$ cat src/rtl/dec_pkg.sv
package dec_pkg;
    localparam int DATA_W     = 32;
    localparam int STS_EXP_B  = 27;
    localparam int CTL_IE_B   = 26;
    localparam int CTL_AR_B   = 22;

    typedef enum logic {
        ST_HALT = 1'b0,
        ST_RUN  = 1'b1
    } dec_state_e;
endpackage

$ cat src/rtl/dec_ctl.sv
module dec_ctl
    import dec_pkg::*;
#(
    parameter int W = DATA_W
) (
    input  logic         clk,
    input  logic         rst_n,
    input  logic         ctl_we_i,
    input  logic [31:0]  ctl_wdata_i,
    input  logic         rld_we_i,
    input  logic [W-1:0] rld_wdata_i,
    output logic         irq_en_o,
    output logic         auto_rld_o,
    output logic [W-1:0] rld_val_o
);
    always_ff @(posedge clk) begin
        if (!rst_n) begin
            irq_en_o   <= 1'b0;
            auto_rld_o <= 1'b0;
            rld_val_o  <= '0;
        end else begin
            if (ctl_we_i) begin
                irq_en_o   <= ctl_wdata_i[CTL_IE_B];
                auto_rld_o <= ctl_wdata_i[CTL_AR_B];
            end
            if (rld_we_i) begin
                rld_val_o <= rld_wdata_i;
            end
        end
    end
endmodule

$ cat src/rtl/dec_core.sv
module dec_core
    import dec_pkg::*;
#(
    parameter int W = DATA_W
) (
    input  logic         clk,
    input  logic         rst_n,
    input  logic         tick_i,
    input  logic         we_i,
    input  logic [W-1:0] wdata_i,
    input  logic         auto_rld_i,
    input  logic [W-1:0] rld_val_i,
    output logic [W-1:0] count_o,
    output logic         expire_o
);
    localparam logic [W-1:0] ONE = W'(1);

    dec_state_e   state_q, state_d;
    logic [W-1:0] cnt_q, cnt_d;

    // state register
    always_ff @(posedge clk) begin
        if (!rst_n) begin
            state_q <= ST_HALT;
            cnt_q   <= '0;
        end else begin
            state_q <= state_d;
            cnt_q   <= cnt_d;
        end
    end

    // next state and outputs
    always_comb begin
        state_d  = state_q;
        cnt_d    = cnt_q;
        expire_o = 1'b0;
        if (we_i) begin
            cnt_d = wdata_i;
            if (wdata_i != '0) state_d = ST_RUN;
        end else begin
            unique case (state_q)
                ST_HALT: begin
                    cnt_d = '0;
                end
                ST_RUN: begin
                    if (tick_i) begin
                        if (cnt_q <= ONE) begin
                            expire_o = 1'b1;
                            if (auto_rld_i) begin
                                cnt_d = rld_val_i;
                            end else begin
                                cnt_d   = '0;
                                state_d = ST_HALT;
                            end
                        end else begin
                            cnt_d = cnt_q - ONE;
                        end
                    end
                end
                default: state_d = ST_HALT;
            endcase
        end
    end

    assign count_o = cnt_q;

    a_r2_hold_without_tick: assert property (@(posedge clk) disable iff (!rst_n)
        (!tick_i && !we_i) |=> $stable(cnt_q));
    a_r7_halt_is_zero: assert property (@(posedge clk) disable iff (!rst_n)
        (state_q == ST_HALT) |-> (cnt_q == '0));
    a_r8_write_lands: assert property (@(posedge clk) disable iff (!rst_n)
        we_i |=> (cnt_q == $past(wdata_i)));
endmodule

$ cat src/rtl/dec_flag.sv
module dec_flag
    import dec_pkg::*;
(
    input  logic        clk,
    input  logic        rst_n,
    input  logic        set_i,
    input  logic        clr_we_i,
    input  logic [31:0] clr_wdata_i,
    input  logic        irq_en_i,
    output logic        flag_o,
    output logic        irq_o
);
    logic flag_q;
    logic clr_hit;

    assign clr_hit = clr_we_i && clr_wdata_i[STS_EXP_B];

    always_ff @(posedge clk) begin
        if (!rst_n)       flag_q <= 1'b0;
        else if (set_i)   flag_q <= 1'b1;
        else if (clr_hit) flag_q <= 1'b0;
    end

    assign flag_o = flag_q;
    assign irq_o  = flag_q & irq_en_i;

    a_r4_sticky: assert property (@(posedge clk) disable iff (!rst_n)
        (flag_q && !clr_hit) |=> flag_q);
endmodule

$ cat src/rtl/decrementer_ar.sv
module decrementer_ar
    import dec_pkg::*;
#(
    parameter int W = DATA_W
) (
    input  logic         clk,
    input  logic         rst_n,
    input  logic         tick_i,
    input  logic         cnt_we_i,
    input  logic [W-1:0] cnt_wdata_i,
    input  logic         rld_we_i,
    input  logic [W-1:0] rld_wdata_i,
    input  logic         ctl_we_i,
    input  logic [31:0]  ctl_wdata_i,
    input  logic         sts_we_i,
    input  logic [31:0]  sts_wdata_i,
    output logic [W-1:0] count_o,
    output logic         flag_o,
    output logic         irq_o
);
    logic         irq_en;
    logic         auto_rld;
    logic [W-1:0] rld_val;
    logic         expire;

    dec_ctl #(.W(W)) u_ctl (
        .clk(clk), .rst_n(rst_n),
        .ctl_we_i(ctl_we_i), .ctl_wdata_i(ctl_wdata_i),
        .rld_we_i(rld_we_i), .rld_wdata_i(rld_wdata_i),
        .irq_en_o(irq_en), .auto_rld_o(auto_rld), .rld_val_o(rld_val)
    );

    dec_core #(.W(W)) u_core (
        .clk(clk), .rst_n(rst_n), .tick_i(tick_i),
        .we_i(cnt_we_i), .wdata_i(cnt_wdata_i),
        .auto_rld_i(auto_rld), .rld_val_i(rld_val),
        .count_o(count_o), .expire_o(expire)
    );

    dec_flag u_flag (
        .clk(clk), .rst_n(rst_n), .set_i(expire),
        .clr_we_i(sts_we_i), .clr_wdata_i(sts_wdata_i),
        .irq_en_i(irq_en), .flag_o(flag_o), .irq_o(irq_o)
    );

    a_r3_expiry_sets_flag: assert property (@(posedge clk) disable iff (!rst_n)
        expire |=> flag_o);
    a_r6_reload_value: assert property (@(posedge clk) disable iff (!rst_n)
        (expire && auto_rld) |=> (count_o == $past(rld_val)));
endmodule

$ cat config.mk
export PLATFORM = sky130hd
export DESIGN_NAME = decrementer_ar
export DESIGN_NICKNAME = d
export VERILOG_FILES = /design/src/rtl/dec_pkg.sv /design/src/rtl/dec_ctl.sv /design/src/rtl/dec_core.sv /design/src/rtl/dec_flag.sv /design/src/rtl/decrementer_ar.sv
export SDC_FILE = /design/constraint.sdc
export NUM_CORES = 1
export LEC_CHECK = 0
export BUFFER_PORTS_ARGS = -buffer_cell sky130_fd_sc_hd__buf_2
export CORE_ASPECT_RATIO = 1.5
export CORE_MARGIN = 5
export CORE_UTILIZATION = 40
export CTS_BUF_LIST = sky130_fd_sc_hd__clkbuf_8
export DETAILED_ROUTE_END_ITERATION = 10
export PLACE_DENSITY = 0.68
export SLEW_MARGIN = 40
export SYNTH_ARGS = -nofsm -noshare
export SYNTH_HDL_FRONTEND = slang
export SYNTH_SLANG_ARGS = --single-unit
$ cat constraint.sdc
create_clock -name clk -period 2.6 [get_ports clk]
set_input_delay 0.26 -clock clk [delete_from_list [all_inputs] [get_ports clk]]
set_output_delay 0.26 -clock clk [all_outputs]
set_load 0.02 [all_outputs]
Word level (Yosys, flattened, before mapping)
Cells that the tools add are included.

Output and inout bits: 34. Memories kept: 0. Bits in latches: 0. Input bits: 135. Memory bits (writable): 0. Word-level logic and storage cells: 32. Register bits: 68. Bits in read-only memories: 0.

Magnitude comparators: 1. Shift-type cells: 0. Equal/unequal tests: 2. Add/sub/neg operators: 1. Reduce and logical (&&, ||, !) cells: 3. Mux-type cells: 17. Bitwise operators: 2. Div/mod/pow operators: 0. $mul: 0.

Operators by type and width (number): 32-bit two-way mux (4); 32-bit case mux with 2 select lines (1); 32-bit by 1-bit <= comparator with 1-bit output, second input constant (1); 32-bit nonzero test (1); 32-bit by 1-bit subtractor with 32-bit output, second input constant (1); 1-bit two-way mux (12); 3-bit != test, second input constant (1); 2-bit by 1-bit != test with 1-bit output, second input constant (1); 2-bit nonzero test (1); 1-bit bitwise AND (1); 1-bit logical AND (1); 1-bit inverter (1).

Logic depth before layout (Yosys ltp)
Gate-level depths: netlist of the first run.

Word-level depth: 6. Depth in mapped cells: 9. Mapped depth without buffers: 7.

By module
Synthesis of the first run repeated with hierarchy kept, for this count alone.

Cells, all modules: 479. Area, all modules: 3991.3 um^2.

Modules (own cells, without submodules): dec_core (area an instance 2633.8 um^2, instances 1, sequential area each 660.6 um^2, cells an instance 365); dec_ctl (area an instance 1316.3 um^2, instances 1, sequential area each 680.7 um^2, cells an instance 109); dec_flag (area an instance 41.3 um^2, instances 1, sequential area each 20.0 um^2, cells an instance 5).

Least setup slack after synthesis of the first run
OpenSTA, ideal clock, no wires.

Kind: flip-flop to flip-flop. Start point: register u_core.cnt_q[18], in the netlist u_core.count_o[18]. End point: register u_core.cnt_q[26], in the netlist u_core.count_o[26]. Stages on the path, launching flop included: 6. Clock period less this slack: 2444 ps. Arrival time: 2322 ps. Library setup time: 122 ps. Data required time: 2478 ps. Path buffers: 0. Path slack: 156 ps. Cell sequence: dfxtp_1 or4_4 or4_4 nor4_4 o21ai_1 a311o_1.

Cells in the longest elaborated chain, start to end: 5. Elaborated cells between the ends (all ways): 6. Those cells by class: 1 x add/sub; 1 x order compare; 4 x mux.

RTL lines: start: declaration (RTL line dec_core.sv:19) `logic [W-1:0] cnt_q, cnt_d;`; start signal: assignment (RTL line dec_core.sv:28) `cnt_q <= cnt_d;`; 32-bit by 1-bit subtractor with 32-bit output / 32-bit by 1-bit <= comparator with 1-bit output (equally long branches) (RTL line dec_core.sv:56, dec_core.sv:47); 32-bit two-way mux (*) (RTL line dec_core.sv:47) `if (cnt_q <= ONE) begin`; 32-bit two-way mux (*) (RTL line dec_core.sv:46) `if (tick_i) begin`; 32-bit case mux with 2 select lines (*) (RTL line dec_core.sv:41) `unique case (state_q)`; 32-bit two-way mux (*) (RTL line dec_core.sv:37) `if (we_i) begin`.

Mark *: on every way between the ends. The rest lies on a longest branch, timed or not. The select of a mux whose other input is x is not followed. A chain may end at the register's enable or synchronous reset.

Worst setup path after layout of the first run
Start point: register u_core.cnt_q[13], in the netlist u_core.count_o[13]. End point: register u_core.cnt_q[23], in the netlist u_core.count_o[23].

Same word-level chain as after synthesis.

==> results of run 1 <==
[worst max-delay path: cells and delay by family, from the launching register on]
family | cells | cell delay [ps]
AO/OA/AOI/OAI | 3 | 880
AND/OR/NAND/NOR | 2 | 1140
flip-flops | 1 | 370
[how the worst min path moves through the flow]
stage / from / end / slack (ps)
after floorplan: cnt_wdata_i[28] / u_core.count_o[28] / 370
after global placement: cnt_wdata_i[6] / u_core.count_o[6] / 490
after detailed placement: cnt_wdata_i[5] / u_core.count_o[5] / 490
after CTS: cnt_wdata_i[5] / u_core.count_o[5] / 110
after global routing: cnt_wdata_i[1] / u_core.count_o[1] / 150
final: cnt_wdata_i[5] / u_core.count_o[5] / 130
[cell type report]
class | count | area [µm²] | area share [%]
Timing Repair Buffer | 150 | 858 | 16.7
Tap cell | 117 | 146 | 2.85
Clock inverter | 7 | 52.6 | 1.02
Sequential cell | 68 | 1360 | 26.5
Multi-Input combinational cell | 397 | 2580 | 50.2
Inverter | 4 | 15.0 | 0.292
Clock buffer | 9 | 124 | 2.41
[metal layers]
| metal | global-route usage, % | vias up | share of wire, % |
|---|---|---|---|
| met5 | 0 | - | 0 |
| met4 | 11.7 | 0 | 3.5 |
| met3 | 4.43 | 39 | 6.2 |
| met2 | 39.3 | 183 | 52 |
| met1 | 24.3 | 2071 | 38 |
| li1 | - | 2120 | - |
[through the flow]
stage / total power [mW] / hold slack [ps] / std cells / util [%]
floorplan: 1.67 / 369 / 507 / -
global placement: 1.94 / 486 / 736 / 49.0
detailed placement: 1.96 / 494 / 736 / 49.0
CTS: 2.76 / 109 / 752 / 50.7
global route: 2.87 / 147 / 752 / 50.7
finish: 2.74 / 132 / 752 / 50.7
[Yosys cell counts (4+ instances only)]
| cell type | instances |
|---|---|
| mux2_2 | 6 |
| buf_1 | 4 |
| a41oi_1 | 7 |
| dfxtp_1 | 68 |
| o31a_1 | 4 |
| a22o_1 | 7 |
| nor3_1 | 15 |
| or4_1 | 7 |
| a21oi_1 | 13 |
| nand4_1 | 9 |
| o211ai_1 | 6 |
| nand3_1 | 14 |
| a2bb2oi_1 | 7 |
| nand2_1 | 65 |
| clkbuf_1 | 29 |
| nor2_1 | 23 |
| o21ai_0 | 43 |
| nor4_1 | 17 |
| a31oi_1 | 10 |
| xnor2_1 | 13 |
| nor2b_1 | 36 |
| mux2i_1 | 35 |
| or3_1 | 4 |
[layout by cell type (no fill, tap or decap), types with 6 or more instances in the layout]
| cell | count |
|---|---|
| a21oi_1 | 13 |
| a22o_1 | 7 |
| a2bb2oi_1 | 7 |
| a31oi_1 | 10 |
| a41oi_1 | 7 |
| buf_2 | 107 |
| buf_4 | 43 |
| clkbuf_8 | 9 |
| dfxtp_1 | 68 |
| mux2_2 | 6 |
| mux2i_1 | 35 |
| nand2_1 | 65 |
| nand3_1 | 14 |
| nand4_1 | 9 |
| nor2_1 | 23 |
| nor2b_1 | 36 |
| nor3_1 | 15 |
| nor4_1 | 17 |
| o211ai_1 | 6 |
| o21ai_0 | 43 |
| or4_1 | 7 |
| xnor2_1 | 13 |
[sequential cells by signal, summed over array words and instances, names as in the netlist]
name,count
u_ctl.irq_en_o,1
u_core.state_q,1
u_ctl.rld_val_o,32
u_core.count_o,32
u_flag.flag_o,1
u_ctl.auto_rld_o,1
[power breakdown]
part	internal [mW]	switching, mW	leakage [nW]
clock	0.348	0.450	0.0779
sequential	1.11	0.0648	0.561
combinational	0.336	0.435	1.55
[logic make-up after synthesis]
logic type	share of synthesized area, %
buffers and inverters	4.43
AND/OR/NAND/NOR	28.1
XOR/XNOR	3.40
AO/OA/AOI/OAI	20.3
adder cells (fa/ha/maj)	0.606
flip-flops	33.0
multiplexers	10.1
==> results.cfg, run 1 <==
[global_routing]
gr-total-overflow = 0
grt_pass1_vias = 4327
grt_max_degree = 32
antenna_found_initial = 0
grt_pass1_wl_um = 21700
grt_use_total_pct = 22.1

[detailed_routing]
wl_per_cell_um = 18.7
antenna_left = 0
vias = 4413
drc = 0
wl_um = 14100
drt_iter0_drc = 366
first_pass_iters = 5
viasPerCell = 5.87

[synth]
postSynthNetCount = 644
syn_area_per_cell_um2 = 8.14
ys.flop_type = dfxtp_1
synth.distinct_cells = 66
netlist.area_leader.share_pct = 33.0
async_reset_ff_share_pct = 0
synth_edf_count = 0
synth_seq_cells = 68
synth.cell_area_um2 = 4130
synthCells = 507
synth_seq_area_share_pct = 33.0
ys_warn_count = 0
yosysTopAreaCell = dfxtp_1
yosys-top-cells-area = dfxtp_1, mux2i_1, nand2_1, nor2b_1, o21ai_0

[clock_tree]
cts.repair.resized = 0
root_buffer = clkbuf_8
clock_latency_ps = 360
path_clk_slew_ps = 80
cts_sinks = 68
clockBufferDepth = 2
htree_levels = 3
cts_tree = done
cts_buffers = 9
postCtsSetupBuffers = 0
hold_buffers = 0

[worst_setup_path]
slowest_delay_ps = 590
cp_cell_sequence = or4_4, or4_1, o31a_1, a2111o_1, a31oi_1
cp-end-kind = flop
cpMaxStageDelayCell = or4_1
crit_fanout = 10
criticalPathCategory = flop to flop
critPathLaunch = u_core.count_o[13]
crit_path_end = u_core.count_o[23]
required_ps = 2870
reg2reg_slack_ps = 110
start_kind = flop
critical_path_arrival_ps = 2760
r2r_end = u_core.count_o[23]
reg2regPathDepth = 5
worstReg2RegStart = u_core.count_o[13]

[timing]
finalCriticalPeriod_ps = 2490
worstMarginPinSlew_ps = 585
report.final.hold_viol_count = 0
fmaxAchievable_ghz = 0.401
slew_violations = 0
period_share_pct = 95.9
skew_ps = 6.11
fin_setup_tns_ps = 0
relSlewSlack_pct = 61.0
setup_violations = 0
layout_setup_ws_ps = 107
rsz0062_at_grt = false

[finish]
nets = 767
area_growth_pct = 24.6
antennaDiodeCount = 0
fin_area_um2 = 5140
drive_above_1_share_pct = 29.1
nFillCells = 986

[die]
die_x_um = 92.9
start_util_pct = 40.7
coreArea_um2 = 10100
die-area_um2 = 12500
die_y_um = 134
io_pins = 169
fp-row-count = 45

[pwr]
p_leak_nw = 2.19
p_per_area_nw_per_um2 = 533
peakVddDrop_v = 0.000356

[place]
numPortBuffers = 107
dp_slack_ps = 153
dpl_cell_area_um2 = 4960
dp_hpwl_um = 10600
routabilityCongestion = 0.899

[worst_hold_path]
min_path_type = input pin to flop
hold_path_depth = 3

[status]
status = complete, no violations

[run]
maxCapViolCount = 0
No activity file was read; power rests on OpenSTA's default activity.
==> inputs of run 2 (changes only) <==
--- a/config.mk
+++ b/config.mk
@@ -5,6 +5,7 @@
 export SDC_FILE = /design/constraint.sdc
 export NUM_CORES = 1
 export LEC_CHECK = 0
+export ABC_AREA = 1
 export BUFFER_PORTS_ARGS = -buffer_cell sky130_fd_sc_hd__buf_2
 export CORE_ASPECT_RATIO = 1.5
 export CORE_MARGIN = 5
@@ -12,6 +13,7 @@
 export CTS_BUF_LIST = sky130_fd_sc_hd__clkbuf_8
 export DETAILED_ROUTE_END_ITERATION = 10
 export PLACE_DENSITY = 0.68
+export SETUP_SLACK_MARGIN = 0.02
 export SLEW_MARGIN = 40
 export SYNTH_ARGS = -nofsm -noshare
 export SYNTH_HDL_FRONTEND = slang
==> run 2 against run 1 <==
Critical path depth increased by 3; largest power group unchanged; critical path type unchanged; flip-flop and latch count unchanged; first-iteration DRC count decreased by 9.8%.
==> results.cfg, run 2 <==
[pwr]
p_switching_mw = 1.01
p_leak_nw = 2.40
p_comb_share_pct = 25.9
intPower_mw = 1.83
peakVddDrop_v = 0.000356
p_clk_share_pct = 31.8
sequentialPowerShare_pct = 42.2
switching_share_pct = 35.6
p_per_area_nw_per_um2 = 556

[timing]
period_share_pct = 78.8
report.final.hold_viol_count = 0
rsz0062_at_grt = false
finalCriticalPeriod_ps = 2050
worstMarginPinSlew_ps = 665
slew_violations = 0
fin_setup_tns_ps = 0
layout_setup_ws_ps = 551
relSlewSlack_pct = 55.6
setup_violations = 0
fmaxAchievable_ghz = 0.488
skew_ps = 11.3

[worst_setup_path]
reg2regPathDepth = 8
critical_path.top_delay_family = compound AO/OA/AOI/OAI gates
cp_num_buf_inv = 1
slowest_delay_ps = 530
cpMaxStageDelayCell = o211ai_2
critical_path_arrival_ps = 2290
required_ps = 2840
start_kind = flop
worstReg2RegStart = u_core.count_o[0]
cp-end-kind = flop
criticalPathCategory = flop to flop
crit_fanout = 11
cp_cell_sequence = inv_1, ha_1, nand2_4, nor2_8, o211ai_2, nand2_1, nand3_1, a21oi_1
reg2reg_slack_ps = 550
r2r_end = u_core.count_o[15]

[clock_tree]
htree_levels = 3
path_clk_slew_ps = 80
cts_sinks = 68
cts_tree = done
hold_buffers = 0
clock_latency_ps = 360
clockBufferDepth = 2
postCtsSetupBuffers = 0
cts_buffers = 9
cts.repair.resized = 0
root_buffer = clkbuf_8

[die]
io_pins = 169
start_util_pct = 40.7
coreArea_um2 = 10500
fp-row-count = 46
die_x_um = 94.5
die_y_um = 137
die-area_um2 = 12900

[detailed_routing]
drc = 0
wl_per_cell_um = 15.5
first_pass_iters = 5
drt_iter0_drc = 330
viasPerCell = 5.11
antenna_left = 0
vias = 4819
wl_um = 14600

[run]
maxCapViolCount = 0

[finish]
layout_commonest_cell = nand2_1
drive_above_1_share_pct = 19.8
antennaDiodeCount = 0
area_growth_pct = 19.3
nFillCells = 1145
nets = 931
layout_common_cells = nand2_1, nor2_1, buf_2

[synth]
syn_area_per_cell_um2 = 6.11
synth_edf_count = 0
yosysTopAreaCell = dfxtp_1
synth.distinct_cells = 31
async_reset_ff_share_pct = 0
yosys-top-cells-area = dfxtp_1, nand2_1, nor2_1, o21ai_0, a21oi_1
synth.top_cells.by_count = nand2_1, nor2_1, o21ai_0
ys_warn_count = 0
ys.flop_type = dfxtp_1
synth_seq_cells = 68
synth_seq_area_share_pct = 31.7
synthCells = 702
postSynthNetCount = 839
yosysMostFrequentCell = nand2_1
netlist.area_leader.share_pct = 31.7
synth.cell_area_um2 = 4290

[place]
dp_slack_ps = 616
routabilityCongestion = 0.904
numPortBuffers = 107
dp_hpwl_um = 11100

[worst_hold_path]
min_path_type = input pin to flop
whs_endpoint = u_ctl.auto_rld_o
hold_path_depth = 3
holdCritStartpoint = ctl_wdata_i[22]

[global_routing]
grt_pass1_vias = 4629
grt_pass1_wl_um = 23100
antenna_found_initial = 0
gr-total-overflow = 0
grt_use_total_pct = 23.0
grt_max_degree = 68

[status]
status = complete, no violations
-- run 2: metal layers --
layer  share of wire, %  up-vias  GRT usage (%)  routed length [µm]
met5                  0        -              0                   0
met3                4.7       28           2.97                 691
met2                 50      147           39.3                7310
li1                   -     2474              -                   -
met1                 42     2170           28.4                6150
met4                3.3        0           10.6                 481
-- run 2: through the flow --
stage | total power, mW | utilization [%] | instances | hold WS (ps) | instance area (µm²)
after floorplan | 1.71 | - | 702 | 395 | 4290
after global routing | 3.01 | 48.6 | 943 | 124 | 5120
after global placement | 1.95 | 46.7 | 927 | 473 | 4910
after CTS | 2.86 | 48.6 | 943 | 112 | 5120
after detailed placement | 1.96 | 46.7 | 927 | 483 | 4920
final | 2.85 | 48.6 | 943 | 124 | 5120
-- run 2: area by class of cell --
cell class / instances / area, µm² / share of cell area, %
clock buffers: 10 / 138 / 2.69
clock inverters: 6 / 63.8 / 1.25
inverters: 43 / 166 / 3.25
multi-input cells: 557 / 2610 / 51.0
flip-flops and latches: 68 / 1360 / 26.6
well taps: 144 / 180 / 3.52
repair buffers: 115 / 598 / 11.7
-- run 2: worst max-delay path by stage --
| stage | startpoint | cells after the start | endpoint | slack, ps |
|---|---|---|---|---|
| after floorplan | u_core.count_o[0] | 10 | u_core.state_q | 890 |
| after global placement | u_core.count_o[0] | 8 | u_core.count_o[23] | 640 |
| after detailed placement | u_core.count_o[0] | 8 | u_core.count_o[19] | 620 |
| after CTS | u_core.count_o[0] | 8 | u_core.count_o[15] | 580 |
| after global routing | u_core.count_o[0] | 10 | u_core.count_o[30] | 400 |
| final | u_core.count_o[0] | 8 | u_core.count_o[15] | 550 |
-- run 2: worst reg2reg max path: cells and delay by family (launching register included) --
family | cells | cell delay [ps]
AOI/OAI and AO/OA | 2 | 600
adders and majority gates | 1 | 280
buffers and inverters | 1 | 150
DFF | 1 | 460
and+or+nand+nor | 4 | 450
-- run 2: cells by family after synthesis --
group,synth area share [%]
flops,31.7
xor+xnor,2.66
compound gates,17.0
buf+inv,7.38
fa+ha+maj,0.584
simple gates,40.7
-- run 2: power groups by stage --
stage	clock network, mW	logic [mW]	registers, mW
CTS	0.925	0.740	1.20
detailed placement	0	0.735	1.22
global route	0.969	0.826	1.21
floorplan	0	0.479	1.23
global placement	0	0.728	1.22
finish	0.906	0.737	1.20
